### config.mk
export PLATFORM = sky130hd
export DESIGN_NAME = obx_bank_extender
export DESIGN_NICKNAME = d
export VERILOG_FILES = /design/src/rtl/obx_pkg.sv /design/src/rtl/obx_cfg_regs.sv /design/src/rtl/obx_prg_map.sv /design/src/rtl/obx_chr_map.sv /design/src/rtl/obx_bank_extender.sv
export SDC_FILE = /design/constraint.sdc
export NUM_CORES = 1
export LEC_CHECK = 0
export BUFFER_PORTS_ARGS = -buffer_cell sky130_fd_sc_hd__buf_2
export CAP_MARGIN = 20
export CELL_PAD_IN_SITES_DETAIL_PLACEMENT = 1
export CELL_PAD_IN_SITES_GLOBAL_PLACEMENT = 2
export CORE_ASPECT_RATIO = 0.8
export CORE_MARGIN = 5
export CORE_UTILIZATION = 20
export CTS_CLUSTER_DIAMETER = 80
export DETAILED_ROUTE_END_ITERATION = 16
export PLACE_DENSITY_LB_ADDON = 0.25
export SLEW_MARGIN = 10
export SYNTH_ARGS = -nofsm -noshare
export SYNTH_HDL_FRONTEND = slang
export SYNTH_HIERARCHICAL = 1
export SYNTH_SLANG_ARGS = --single-unit
### constraint.sdc
create_clock -name clk -period 1.2 [get_ports clk]
set_clock_uncertainty 0.05 [all_clocks]
set_input_delay 0.12 -clock clk [delete_from_list [all_inputs] [get_ports clk]]
set_output_delay 0.12 -clock clk [all_outputs]
set_load 0.01 [all_outputs]
### src/rtl/obx_pkg.sv
package obx_pkg;
  localparam int PRG_FULL_W = 8;
  localparam int CHR_FULL_W = 10;

  typedef struct packed {
    logic [7:0] ovr;    // bit 7 enables fixed 32 KB block, bits 3:0 pick it
    logic [7:0] outer;  // bits 1:0 high bank bits, bit 3 split, bit 4 extra
  } cfg_t;

  localparam logic [7:0] OVR_RST   = 8'h00;
  localparam logic [7:0] OUTER_RST = 8'hFF;

  // inner/outer split applied to an 8-bit page number
  function automatic logic [PRG_FULL_W-1:0] prg_adjust(input logic [7:0] page,
                                                       input logic [7:0] outer);
    logic [4:0] inner;
    inner = outer[3] ? page[4:0] : {outer[4], page[3:0]};
    return {1'b0, outer[1:0], inner};
  endfunction

  // page selected inside the fixed 32 KB block
  function automatic logic [7:0] ovr_page(input logic [7:0] ovr,
                                          input logic [7:0] outer,
                                          input logic [1:0] slot);
    return {outer[1:0], ovr[3:0], slot};
  endfunction

  function automatic logic [CHR_FULL_W-1:0] chr_adjust(input logic [7:0] raw,
                                                       input logic [7:0] outer);
    logic b7;
    b7 = outer[3] ? raw[7] : outer[4];
    return {outer[1:0], b7, raw[6:0]};
  endfunction
endpackage

### src/rtl/obx_cfg_regs.sv
module obx_cfg_regs
  import obx_pkg::*;
#(
  parameter logic [15:0] OVR_ADDR   = 16'h5000,
  parameter logic [15:0] OUTER_ADDR = 16'h5001
) (
  input  logic        clk,
  input  logic        rst,
  input  logic [15:0] cpu_addr,
  input  logic [7:0]  cpu_wdata,
  input  logic        cpu_we,
  output cfg_t        cfg
);
  logic wr_ovr, wr_outer;
  assign wr_ovr   = cpu_we && (cpu_addr == OVR_ADDR);
  assign wr_outer = cpu_we && (cpu_addr == OUTER_ADDR);

  always_ff @(posedge clk) begin
    if (rst) begin
      cfg.ovr   <= OVR_RST;
      cfg.outer <= OUTER_RST;
    end else begin
      if (wr_ovr)   cfg.ovr   <= cpu_wdata;
      if (wr_outer) cfg.outer <= cpu_wdata;
    end
  end

  p_rst_vals_r1: assert property (@(posedge clk) disable iff (rst)
    $past(rst) |-> (cfg.ovr == OVR_RST && cfg.outer == OUTER_RST));
  p_wr_ovr_r2: assert property (@(posedge clk) disable iff (rst)
    wr_ovr |=> cfg.ovr == $past(cpu_wdata));
  p_wr_outer_r2: assert property (@(posedge clk) disable iff (rst)
    wr_outer |=> cfg.outer == $past(cpu_wdata));
  p_hold_ovr_r2: assert property (@(posedge clk) disable iff (rst)
    !wr_ovr |=> $stable(cfg.ovr));
  p_hold_outer_r2: assert property (@(posedge clk) disable iff (rst)
    !wr_outer |=> $stable(cfg.outer));
endmodule

### src/rtl/obx_prg_map.sv
module obx_prg_map
  import obx_pkg::*;
#(
  parameter int PRG_W = 8
) (
  input  logic             clk,
  input  logic             rst,
  input  logic [15:0]      cpu_addr,
  input  logic [7:0]       raw_prg_page,
  input  cfg_t             cfg,
  output logic [PRG_W-1:0] prg_bank
);
  logic                  rom_win, ram_win, ovr_active;
  logic [1:0]            slot;
  logic [7:0]            page_sel;
  logic [PRG_FULL_W-1:0] rom_full, full;

  assign rom_win    = cpu_addr[15];
  assign ram_win    = (cpu_addr[15:13] == 3'b011);
  assign slot       = cpu_addr[14:13];
  assign ovr_active = rom_win && cfg.ovr[7];

  always_comb begin
    page_sel = ovr_active ? ovr_page(cfg.ovr, cfg.outer, slot) : raw_prg_page;
    rom_full = prg_adjust(page_sel, cfg.outer);
    full     = ram_win ? raw_prg_page : rom_full;
  end

  assign prg_bank = full[PRG_W-1:0];

  initial begin
    a_width_ok: assert (PRG_W >= 1 && PRG_W <= PRG_FULL_W);
  end

  p_ovr_slot_r8: assert property (@(posedge clk) disable iff (rst)
    ovr_active |-> full[1:0] == cpu_addr[14:13]);
  p_outer_bits_r5: assert property (@(posedge clk) disable iff (rst)
    rom_win |-> (full[6:5] == cfg.outer[1:0] && !full[7]));
  p_ram_pass_r9: assert property (@(posedge clk) disable iff (rst)
    ram_win |-> full == raw_prg_page);
  p_split_r4: assert property (@(posedge clk) disable iff (rst)
    (rom_win && !cfg.outer[3]) |-> full[4] == cfg.outer[4]);
endmodule

### src/rtl/obx_chr_map.sv
module obx_chr_map
  import obx_pkg::*;
#(
  parameter int CHR_W = 10
) (
  input  logic             clk,
  input  logic             rst,
  input  logic [7:0]       raw_chr_bank,
  input  cfg_t             cfg,
  output logic [CHR_W-1:0] chr_bank
);
  logic [CHR_FULL_W-1:0] full;

  always_comb full = chr_adjust(raw_chr_bank, cfg.outer);
  assign chr_bank = full[CHR_W-1:0];

  initial begin
    a_width_ok: assert (CHR_W >= 1 && CHR_W <= CHR_FULL_W);
  end

  p_low_pass_r6: assert property (@(posedge clk) disable iff (rst)
    full[6:0] == raw_chr_bank[6:0]);
  p_high_bits_r7: assert property (@(posedge clk) disable iff (rst)
    full[9:8] == cfg.outer[1:0]);
  p_bit7_r6: assert property (@(posedge clk) disable iff (rst)
    !cfg.outer[3] |-> full[7] == cfg.outer[4]);
endmodule

### src/rtl/obx_bank_extender.sv
module obx_bank_extender
  import obx_pkg::*;
#(
  parameter int PRG_W = 8,
  parameter int CHR_W = 10
) (
  input  logic             clk,
  input  logic             rst,
  input  logic [15:0]      cpu_addr,
  input  logic [7:0]       cpu_wdata,
  input  logic             cpu_we,
  input  logic [7:0]       raw_prg_page,
  input  logic [7:0]       raw_chr_bank,
  output logic [PRG_W-1:0] prg_bank,
  output logic [CHR_W-1:0] chr_bank
);
  cfg_t cfg;

  obx_cfg_regs u_regs (
    .clk(clk), .rst(rst), .cpu_addr(cpu_addr), .cpu_wdata(cpu_wdata),
    .cpu_we(cpu_we), .cfg(cfg)
  );

  obx_prg_map #(.PRG_W(PRG_W)) u_prg (
    .clk(clk), .rst(rst), .cpu_addr(cpu_addr), .raw_prg_page(raw_prg_page),
    .cfg(cfg), .prg_bank(prg_bank)
  );

  obx_chr_map #(.CHR_W(CHR_W)) u_chr (
    .clk(clk), .rst(rst), .raw_chr_bank(raw_chr_bank), .cfg(cfg),
    .chr_bank(chr_bank)
  );
endmodule

## Word-level counts from Yosys, hierarchy flattened

Index checks and enable logic that the tools add are counted.

- Flip-flop bits (word level): 13
- Logic and storage cells: 12
- Input port bits: 43

- Reduce and logical (&&, ||, !) cells: 3
- Eq/ne operators: 3
- Mux-type cells: 4

Operators with widths:

| cell | count |
|---|---|
| $eq 16x15->1 const B | 2 |
| $mux 5 | 2 |
| $mux 8 | 1 |
| $eq 3x2->1 const B | 1 |
| $logic_and 1x1->1 | 3 |
| $mux 1 | 1 |

## Longest topological paths before layout

Gate-level depths: netlist (run 1).

- Depth in word-level cells: 4
- Depth in mapped cells: 6
- Depth with buffers taken out: 4

## Modules after synthesis

Netlist (run 1), hierarchy kept.

By module, submodules not included:

| module | area each (µm²) | instances | cells an instance |
|---|---|---|---|
| obx_cfg_regs | 719.4 | 1 | 76 |
| obx_prg_map | 140.1 | 1 | 14 |
| obx_chr_map | 82.6 | 1 | 10 |

## Worst setup path before layout (run 1)

Ideal clock, no wire load.

- Path kind: input to register
- From: input port cpu_addr[11]
- To: register, netlist name u_regs/cfg[3]
- Stages on the path: 6
- Data required time: 1078 ps
- Data arrival time: 1145 ps
- Setup slack: -66 ps
- Cell sequence: nor4b_2 > and4_1 > buf_6 > and2_4 > buf_12 > mux2i_1

- Longest elaborated chain between the ends: 2

Ends and longest elaborated chain:

| item | RTL line | RTL |
|---|---|---|
| start, declared | obx_bank_extender.sv:9 | `input logic [15:0] cpu_addr,` |
| $eq 16x15->1 | obx_cfg_regs.sv:16 | `assign wr_outer = cpu_we && (cpu_addr == OUTER_ADDR);` |
| $logic_and 1x1->1 | obx_cfg_regs.sv:16 |  |

Every way passes these cells.
A chain may end at the register's enable or synchronous reset.

## Final worst setup path (run 1)

- From: register, netlist name u_regs/cfg[3]
- To: output port prg_bank[4]

- Longest elaborated chain between the ends: 2

Ends and longest elaborated chain:

| item | RTL line | RTL |
|---|---|---|
| $mux 5 | obx_pkg.sv:17 | `inner = outer[3] ? page[4:0] : {outer[4], page[3:0]};` |
| $mux 8 | obx_prg_map.sv:26 | `full = ram_win ? raw_prg_page : rom_full;` |
| end, declared | obx_bank_extender.sv:14 | `output logic [PRG_W-1:0] prg_bank,` |

Every way passes these cells.

==> flow_summary_export.csv, run 1 <==
group,metric,value,unit
clocking,clk_latency,0.22,ns
timing,fmax,752.7,MHz
timing,relSlewSlack,85.78,%
finish,largest_register_ffs,8,
worst_setup_path,r2r_start,"u_regs/cfg[3]$_SDFFE_PP1P_",
power,peakVddDrop,0.3234,mV
worst_setup_path,rrSetupSlack,0.42,ns
status,status,"complete, but fails checks",
placement,place_inst,143,
floorplan,row_count,18,
finish,top_register,"u_regs/cfg",
power,power_density,760.1,nW/µm²
power,p_leak,0.0004497,µW
timing,hold_violations,0,
power,power.total,744.6,µW
synth,synth_area,641.9,µm²
placement,globalplace.congestion,0.6312,
route,antenna_left,0,
finish,diodes,0,
route,post_drt_wl_per_cell,14.08,µm
timing,drv_slew,0,
timing,rsz0062_at_grt,"yes",
synth,synth_warnings,6,
worst_setup_path,crit_type,"reg -> out",
floorplan,start_util,20.80,%
synth,synth_nets,111,
route,vias_per_cell,4.315,
clocking,clk_pin_slew,0.04,ns
worst_setup_path,timing.rr.end,"u_regs/cfg[3]$_SDFFE_PP1P_",
grt,antenna_found_initial,0,
floorplan,die_w,73.34,µm
timing,setup_slack,-0.1286,ns
finish,top_regs,"u_regs/cfg (8)",
job,max_cap_viol_count,0,
floorplan,core-area,3085,µm²
synth,syn_inst,68,
timing,finalCriticalPeriod,1.329,ns
clocking,cts_buffer_depth,2,
clocking,clkSinkCount,8,
timing,holdWs,0.1058,ns
clocking,cts-htree-levels,1,
clocking,cts_inserted_buffers,3,
timing,tightestPinTransition,0.2117,ns
grt,grt_overflow_total,0,
floorplan,design.die.area,4449,µm²
clocking,cts_root_buf,"clkbuf_8",
worst_setup_path,crit_fanout,2,
finish,nets,151,
grt,grt_pass1_wl,3.098,mm
route,vias,630,
floorplan,die_h,60.67,µm
worst_setup_path,crit_start,"u_regs/cfg[3]$_SDFFE_PP1P_",
placement,post-dp-hpwl,1.730,mm
clocking,post_cts_buffers,0,
placement,dp_worst_setup_slack,-0.07471,ns
finish,syn2layout_area_growth,52.63,%
status,failed_checks,"setup timing",
route,routed_wl,2.055,mm
grt,grt_pass1_vias,713,
placement,port_buffers,44,
grt,grt_max_degree,13,
synth,syn_avg_cell_area,9.439,µm²
timing,setup_violations,6,
route,drt_iter0_drc,5,
route,drt_first_pass_iters,3,
finish,fill_cells,377,
worst_setup_path,crit_end,"prg_bank[4]",
worst_setup_path,worstRegToRegCells,3,
worst_setup_path,cp.required,1.03,ns
worst_setup_path,critPathLaunchType,"flip-flop",
timing,setup-tns-final,-0.4984,ns
timing,fin_crit_sh,110.7,%
floorplan,boundaryPins,61,
route,drc_errors,0,
finish,final_cells,146,
finish,drive_gt1_share,64.15,%
worst_setup_path,cp.arrival,1.16,ns
clocking,cts_tree,"yes",
worst_hold_path,hold_path.class,"in -> reg",
worst_setup_path,end_kind,"output port",
grt,grt_use_total,9.230,%
[how the worst min path moves through the flow]
| stage | start | to | slack [ns] | depth (start not counted) |
|---|---|---|---|---|
| after CTS | cpu_wdata[4] | u_regs/cfg[4]$_SDFFE_PP1P_ | 0.11 | 3 |
| after global routing | cpu_wdata[4] | u_regs/cfg[4]$_SDFFE_PP1P_ | 0.12 | 3 |
| after floorplan | rst | u_regs/cfg[0]$_SDFFE_PP1P_ | 0.23 | 2 |
| after global placement | raw_chr_bank[1] | chr_bank[1] | 0.19 | 0 |
| final | cpu_wdata[4] | u_regs/cfg[4]$_SDFFE_PP1P_ | 0.11 | 3 |
| after detailed placement | raw_chr_bank[1] | chr_bank[1] | 0.19 | 0 |
[layout make-up]
type	instances	area, µm²	share of cell area [%]
sequential	8	162.7	16.60
timing repair buffer	49	295.3	30.14
multi-input combinational	45	426.7	43.55
tap	40	50.05	5.109
inverter	1	3.754	0.3831
clock buffer	3	41.29	4.215
[power by group]
group / total [µW] / internal (µW) / switching (µW)
sequential: 267 / 267 / 0.00143
combinational: 159 / 93.9 / 65.3
clock: 318 / 217 / 101
[metal layers]
| layer | part of all wire (%) | track usage, % |
|---|---|---|
| met1 | 36 | 8.756 |
| met2 | 54 | 18.85 |
| met3 | 8.5 | 3.642 |
| met4 | 1.1 | 1.809 |
| met5 | 0 | 0 |
[cell usage in the layout (no fill, tap or decap)]
master    count
buf_2        38
nor2_1        9
buf_6         6
dfxtp_1       6
buf_4         5
mux2_4        5
nand3b_1      4
a21oi_1       4
mux2i_1       4
clkbuf_8      3
o21ai_1       3
mux2_1        2
nor4_4        2
dfxtp_2       2
nand3b_4      1
nand2_4       1
or2b_1        1
o22ai_2       1
a21boi_2      1
o2bb2a_4      1
inv_1         1
nor4b_4       1
and4bb_1      1
nand4_1       1
and4_1        1
o21ai_0       1
and2_4        1
[through the flow]
step                      cell area, µm²  util (%)
final                              979.7     31.75
after global routing               979.7     31.75
after CTS                          979.7     31.75
after detailed placement           865.8     28.06
after global placement             865.8     28.06
after floorplan                    668.1         -
[what timing repair did]
| item | in CTS | in global routing |
|---|---|---|
| pin swaps | 2 | 2 |
| gates resized for setup | 16 | 0 |
| endpoints found under the setup margin | 6 | 6 |
| hold buffers | 0 | 0 |
[critical path, stage by stage (launching register included)]
cell	delay, ns
dfxtp_2	0.31
or2b_1	0.23
o22ai_2	0.10
o2bb2a_4	0.17
buf_6	0.11
Note: power is estimated with default switching activity, not from simulation.
==> inputs of run 2 (changes only) <==
- CORE_UTILIZATION: 20 -> 15
- SYNTH_HIERARCHICAL: 1 -> unset
- TNS_END_PERCENT: unset -> 20
==> run 2 against run 1 <==
Net effect:
- the run still ends with setup timing left
- maximum frequency down 0.11%
- non-clock buffer count down 2
- cell count up 8.9%
- synthesized area down 6.0%
- critical path type unchanged
- highest routed layer unchanged
==> flow_summary_export.csv, run 2 <==
group,metric,value,unit
power,p_clk_share,43.6,%
power,seq_power_share,36.5,%
grt,grt_pass1_vias,730,
timing,fmax,751.9,MHz
worst_setup_path,cp.arrival,1.16,ns
route,drt_iter0_drc,3,
synth,syn_inst,65,
floorplan,core-area,3829,µm²
clocking,cts_tree,"yes",
clocking,cts_buffer_depth,2,
worst_setup_path,crit_cells,4,
synth,ys_seq_area_share,26.56,%
finish,ff_latch_area,165.2,µm²
route,drc_errors,0,
worst_setup_path,crit_end,"prg_bank[2]",
worst_setup_path,timing.rr.end,"u_regs.cfg[15]$_SDFFE_PP0P_",
power,power_switching,160.3,µW
placement,globalplace.congestion,0.6705,
finish,nets,149,
synth,synth_edf_count,0,
grt,grt_overflow_total,0,
floorplan,die_w,80.89,µm
timing,fin_crit_sh,110.8,%
status,failed_checks,"setup timing",
grt,grt_use_total,7.725,%
power,power_frac_comb,19.9,%
timing,hold_violations,0,
synth,synth_nets,108,
finish,final_cell_mix,"39 x buf_2, 11 x nor2_1, 6 x buf_6, 6 x dfxtp_1",
timing,setup_slack,-0.1300,ns
synth,synth_warnings,0,
route,antenna_left,0,
timing,relSlewSlack,81.09,%
worst_setup_path,cpLargestDelayFamily,"flip-flops",
job,max_cap_viol_count,0,
worst_setup_path,worstRegToRegCells,3,
synth,synth-main-ff-cell,"dfxtp_1",
synth,synthArstFlopShare,0,%
floorplan,boundaryPins,61,
synth,synth.top_cells.by_count,"11 x nor2_1, 9 x buf_4, 8 x dfxtp_1, 7 x mux2_2",
placement,post-dp-hpwl,1.670,mm
synth,synth_top_area_share,26.56,%
power,peakVddDrop,0.6738,mV
worst_setup_path,worstPathCellList,"nand2_2 -> buf_6 -> mux2_4 -> buf_6",
synth,synth-seq-cells,8,
finish,drive_gt1_share,63.46,%
synth,yosys-top-cells-area,"dfxtp_1 27%, mux2_2 13%, buf_4 11%",
worst_setup_path,timing.critical_path.slowest_cell_delay,0.31,ns
power,power_density,771.2,nW/µm²
clocking,clkSinkCount,8,
clocking,clk_latency,0.22,ns
clocking,cts-htree-levels,1,
synth,synth_area,603.1,µm²
route,vias,614,
worst_setup_path,crit_top_cell,"buf_6",
floorplan,row_count,20,
synth,synthMostInstantiatedCell,"nor2_1",
worst_hold_path,hold_path.class,"in -> reg",
synth,synth_area_leader_cell,"dfxtp_1",
route,post_drt_wl_per_cell,12.45,µm
timing,tightestPinTransition,0.2828,ns
placement,port_buffers,44,
floorplan,design.die.area,5397,µm²
worst_setup_path,end_kind,"output port",
grt,grt_max_degree,13,
worst_setup_path,crit_fanout,4,
clocking,cts_hold_repair.buffers,0,
clocking,clk_pin_slew,0.04,ns
timing,drv_slew,0,
worst_setup_path,cp_num_buf_inv,2,
finish,largest_register_ffs,8,
route,vias_per_cell,3.862,
worst_setup_path,critPathLaunchType,"flip-flop",
clocking,cts_root_buf,"clkbuf_8",
route,routed_wl,1.979,mm
timing,setup_violations,5,
floorplan,die_h,66.72,µm
finish,fill_cells,471,
route,drt_first_pass_iters,4,
timing,rsz0062_at_grt,"yes",
finish,finish.utilization,24.58,%
power,sw_frac_of_total,22.08,%
finish,syn2layout_area_growth,56.02,%
worst_setup_path,r2r_start,"u_regs.cfg[15]$_SDFFE_PP0P_",
worst_setup_path,crit_start,"u_regs.cfg[15]$_SDFFE_PP0P_",
power,internal_power,565.4,µW
finish,top_register,"u_regs.cfg",
worst_setup_path,rrSetupSlack,0.45,ns
grt,grt_pass1_wl,3.153,mm
status,status,"complete, but fails checks",
synth,ys_types,20,
floorplan,start_util,15.75,%
synth,syn_avg_cell_area,9.278,µm²
finish,multiInputGateArea,384.1,µm²
grt,antenna_found_initial,0,
power,p_leak,0.0004143,µW
placement,dp_worst_setup_slack,-0.1352,ns
finish,final_common_cell,"buf_2",
finish,diodes,0,
worst_setup_path,cp.required,1.03,ns
clocking,cts_inserted_buffers,3,
timing,finalCriticalPeriod,1.330,ns
worst_setup_path,crit_type,"reg -> out",
finish,top_regs,"u_regs.cfg (8)",
worst_setup_path,worst_path_max_delay_cell,"dfxtp_2",
-- run 2: cell count changes in the layout (fill, tap and decap cells not counted), moves of 2 or more --
| cell | change |
|---|---|
| o21ai_0 | +3 |
| o21ai_1 | -3 |
| buf_4 | -3 |
| mux2_1 | -2 |
| nor2_1 | +2 |
| mux2_2 | +2 |
-- run 2: stage by stage --
step / setup TNS [ns] / area (µm²) / total power [µW] / hold slack (ns) / std cells
floorplan: 0 / 603.1 / 337.8 / 0.2323 / 65
global placement: -0.5630 / 824.5 / 396.8 / 0.1901 / 155
detailed placement: -0.8327 / 824.5 / 398.8 / 0.1901 / 155
CTS: -0.7925 / 928.4 / 744.3 / 0.1197 / 159
global route: -1.030 / 940.9 / 779.9 / 0.1339 / 159
finish: -0.6459 / 940.9 / 725.7 / 0.1169 / 159
-- run 2: layout make-up --
type	instances	share of cell area (%)
multi-input cells	45	40.82
repair buffers	47	29.52
flip-flops and latches	8	17.55
well taps	55	7.314
clock buffers	3	4.388
inverters	1	0.3989
-- run 2: power by group through the flow --
stage | clock (µW) | combinational (µW) | sequential (µW)
2_1_floorplan | 0 | 66.4 | 271
3_3_place_gp | 0 | 125 | 271
3_5_place_dp | 0 | 127 | 271
4_1_cts | 333 | 145 | 267
5_1_grt | 358 | 158 | 264
6_report | 316 | 145 | 265
-- run 2: cell families (layout without fill, tap and decap cells) --
logic type / count (synthesis) / after routing / share of synthesized area (%)
compound gates: 9 / 9 / 8.092
buf+inv: 12 / 51 / 14.31
flops: 8 / 8 / 26.56
simple gates: 24 / 24 / 29.67
mux: 12 / 12 / 21.37
-- run 2: routing by layer --
metal	share of wire (%)	up-vias	track usage, %
li1	-	303	-
met1	40	291	7.897
met2	53	18	14.04
met3	6.9	2	3.784
met4	0.51	0	1.899
met5	0	-	0
-- run 2: how the worst min path moves through the flow --
| stage | startpoint | end | slack, ns | cells after the start |
|---|---|---|---|---|
| after floorplan | rst | u_regs.cfg[0]$_SDFFE_PP1P_ | 0.23 | 2 |
| after global placement | raw_chr_bank[1] | chr_bank[1] | 0.19 | 0 |
| after detailed placement | raw_chr_bank[1] | chr_bank[1] | 0.19 | 0 |
| after CTS | cpu_wdata[4] | u_regs.cfg[4]$_SDFFE_PP1P_ | 0.12 | 3 |
| after global routing | cpu_wdata[7] | u_regs.cfg[15]$_SDFFE_PP0P_ | 0.13 | 3 |
| final | cpu_wdata[4] | u_regs.cfg[4]$_SDFFE_PP1P_ | 0.12 | 3 |
-- run 2: timing repair --
action | CTS | global route
gates cloned | 0 | 0
setup buffers | 1 | 0
resized for setup | 13 | 3
pin swaps | 1 | 0
setup endpoints to repair | 6 | 8
-- run 2: worst reg2reg max path, stage by stage, from the launching register on --
cell and delay (ns):
dfxtp_2 0.31, buf_4 0.12, o21ai_0 0.06, a21oi_1 0.08
==> inputs of run 3 (changes only) <==
- ABC_AREA: unset -> 1
- CORE_UTILIZATION: 15 -> 14
==> run 3 against run 2 <==
Net effect:
- the run still ends with setup timing left
- cell count up 33%
- synthesized area up 12%
- sequential power about the same
- setup slack better by 0.063 ns
- non-clock buffer count unchanged
- sequential share of layout area down 1.4 points
- combinational power up 4%
- register-to-register slack better by 0.07 ns
- clock power up 3%
==> flow_summary_export.csv, run 3 <==
group,metric,value,unit
worst_setup_path,crit_fanout,5,
timing,setup-tns-final,-0.1555,ns
floorplan,start_util,14.58,%
worst_hold_path,hold_path.class,"in -> reg",
timing,fmax,789.4,MHz
route,drc_errors,0,
route,vias,784,
finish,largest_register_ffs,8,
grt,antenna_found_initial,0,
synth,synth-adder-area-share,0,%
timing,drv_slew,0,
synth,synth_top_area_share,23.75,%
grt,grt_overflow_total,0,
worst_setup_path,crit_type,"reg -> out",
grt,grt_pass1_wl,3.691,mm
worst_setup_path,critPathLaunchType,"flip-flop",
worst_setup_path,cp.arrival,1.10,ns
synth,synth_xor_area_share,0,%
synth,yosys-top-cells-area,"dfxtp_1 24%, nand2_1 17%, inv_1 11%",
route,vias_per_cell,3.716,
synth,synth_simple_gate_area_share,46.20,%
floorplan,die_h,72.08,µm
timing,setup_slack,-0.06673,ns
timing,relSlewSlack,84.72,%
floorplan,core-area,4624,µm²
synth,synth-main-ff-cell,"dfxtp_1",
finish,fill_cells,616,
finish,top_regs,"u_regs.cfg (8)",
status,failed_checks,"setup timing",
clocking,clk_latency,0.23,ns
synth,ys_types,14,
status,status,"complete, but fails checks",
grt,grt_use_total,7.465,%
placement,globalplace.congestion,0.6883,
synth,synth_area,674.4,µm²
timing,hold_violations,0,
grt,grt_pass1_vias,862,
timing,rsz0062_at_grt,"yes",
route,routed_wl,2.277,mm
clocking,cts_hold_repair.buffers,0,
synth,ys_seq_area_share,23.75,%
synth,synth_edf_count,0,
finish,diodes,0,
synth,synth_area_leader_cell,"dfxtp_1",
worst_setup_path,cp.required,1.03,ns
clocking,cts_inserted_buffers,3,
power,p_leak,0.0005345,µW
synth,synth_warnings,0,
synth,synth.top_cells.by_count,"30 x nand2_1, 20 x inv_1, 13 x nor2_1, 9 x buf_4",
placement,port_buffers,44,
floorplan,die_w,87.60,µm
synth,synth_mux_area_share,5.009,%
finish,final_common_cell,"buf_2",
synth,synth_nets,153,
synth,synth-seq-cells,8,
synth,synth_top_family_by_area,"simple AND/OR/NAND/NOR gates",
synth,synth-compound-area-share,3.896,%
timing,finalCriticalPeriod,1.267,ns
finish,drive_gt1_share,43.71,%
finish,syn2layout_area_growth,47.87,%
floorplan,design.die.area,6314,µm²
synth,synthArstFlopShare,0,%
clocking,cts_root_buf,"clkbuf_8",
timing,tightestPinTransition,0.2290,ns
route,post_drt_wl_per_cell,10.79,µm
floorplan,boundaryPins,61,
finish,final_cell_mix,"43 x buf_2, 29 x nand2_1, 20 x inv_1, 13 x nor2_1, 8 x nand4_1",
route,drt_iter0_drc,22,
synth,syn_avg_cell_area,6.131,µm²
timing,fin_crit_sh,105.6,%
clocking,clk_pin_slew,0.04,ns
timing,setup_violations,5,
job,max_cap_viol_count,0,
floorplan,row_count,22,
placement,dp_worst_setup_slack,-0.03980,ns
worst_setup_path,end_kind,"output port",
synth,syn_inst,110,
placement,post-dp-hpwl,1.990,mm
grt,grt_max_degree,9,
clocking,cts_buffer_depth,2,
route,antenna_left,0,
clocking,clkSinkCount,8,
route,drt_first_pass_iters,2,
clocking,cts_tree,"yes",
synth,synthMostInstantiatedCell,"nand2_1",
clocking,cts-htree-levels,1,
power,power_density,744.7,nW/µm²
finish,top_register,"u_regs.cfg",
finish,nets,196,
power,peakVddDrop,0.2832,mV
-- run 3: layout make-up --
| cell class | count | area (µm²) | area share (%) |
|---|---|---|---|
| multi-input combinational | 73 | 395.4 | 39.65 |
| timing repair buffer | 47 | 249.0 | 24.97 |
| sequential | 8 | 161.4 | 16.19 |
| inverter | 20 | 75.07 | 7.528 |
| tap | 60 | 75.07 | 7.528 |
| clock buffer | 3 | 41.29 | 4.141 |
-- run 3: power breakdown --
group | internal, µW | switching, µW
Clock | 217 | 107
Sequential | 267 | 0.00244
Combinational | 74.2 | 77.0
-- run 3: final timing paths --
kind	start	endpoint	slack, ns	cells after the start
hold reg to reg	u_regs.cfg[4]$_SDFFE_PP1P_	u_regs.cfg[4]$_SDFFE_PP1P_	0.42	2
hold / removal	cpu_wdata[3]	u_regs.cfg[3]$_SDFFE_PP1P_	0.12	3
setup reg to reg	u_regs.cfg[10]$_SDFFE_PP0P_	u_regs.cfg[10]$_SDFFE_PP0P_	0.52	4
setup / recovery	u_regs.cfg[15]$_SDFFE_PP0P_	prg_bank[4]	-0.07	6
-- run 3: timing repair --
action	in CTS	in global routing
resized for setup	10	2
buffers inserted	1	0
pin swaps	1	1
setup endpoints to repair	7	6
-- run 3: stage by stage --
| step | instances | hold WS [ns] | util [%] | power [µW] | area [µm²] |
|---|---|---|---|---|---|
| after floorplan | 110 | 0.2473 | - | 354.2 | 674.4 |
| after global placement | 207 | 0.1901 | 19.83 | 415.6 | 917.1 |
| after detailed placement | 207 | 0.1901 | 19.83 | 417.3 | 917.1 |
| after CTS | 211 | 0.1224 | 21.37 | 764.3 | 988.4 |
| after global routing | 211 | 0.1435 | 21.56 | 794.6 | 997.2 |
| final | 211 | 0.1226 | 21.56 | 742.6 | 997.2 |
-- run 3: cell families after synthesis --
kind of cell    Yosys count
mux                       3
simple gates             65
compound gates            5
flops                     8
buf+inv                  29
-- run 3: worst max-delay path: stages, from the launching register on --
cell and delay, ns:
dfxtp_2 0.32, nand2_4 0.10, nand2_1 0.07, o21ai_2 0.05, nand2_1 0.05, a31oi_1 0.12, buf_2 0.15
-- run 3: metal layers --
| layer | global-route usage (%) | vias to the layer above | wire length (µm) | part of all wire [%] |
|---|---|---|---|---|
| met4 | 1.022 | 0 | 8 | 0.35 |
| met3 | 3.746 | 2 | 201 | 8.8 |
| met5 | 0 | - | 0 | 0 |
| li1 | - | 414 | - | - |
| met2 | 12.29 | 28 | 1035 | 45 |
| met1 | 8.949 | 340 | 1032 | 45 |
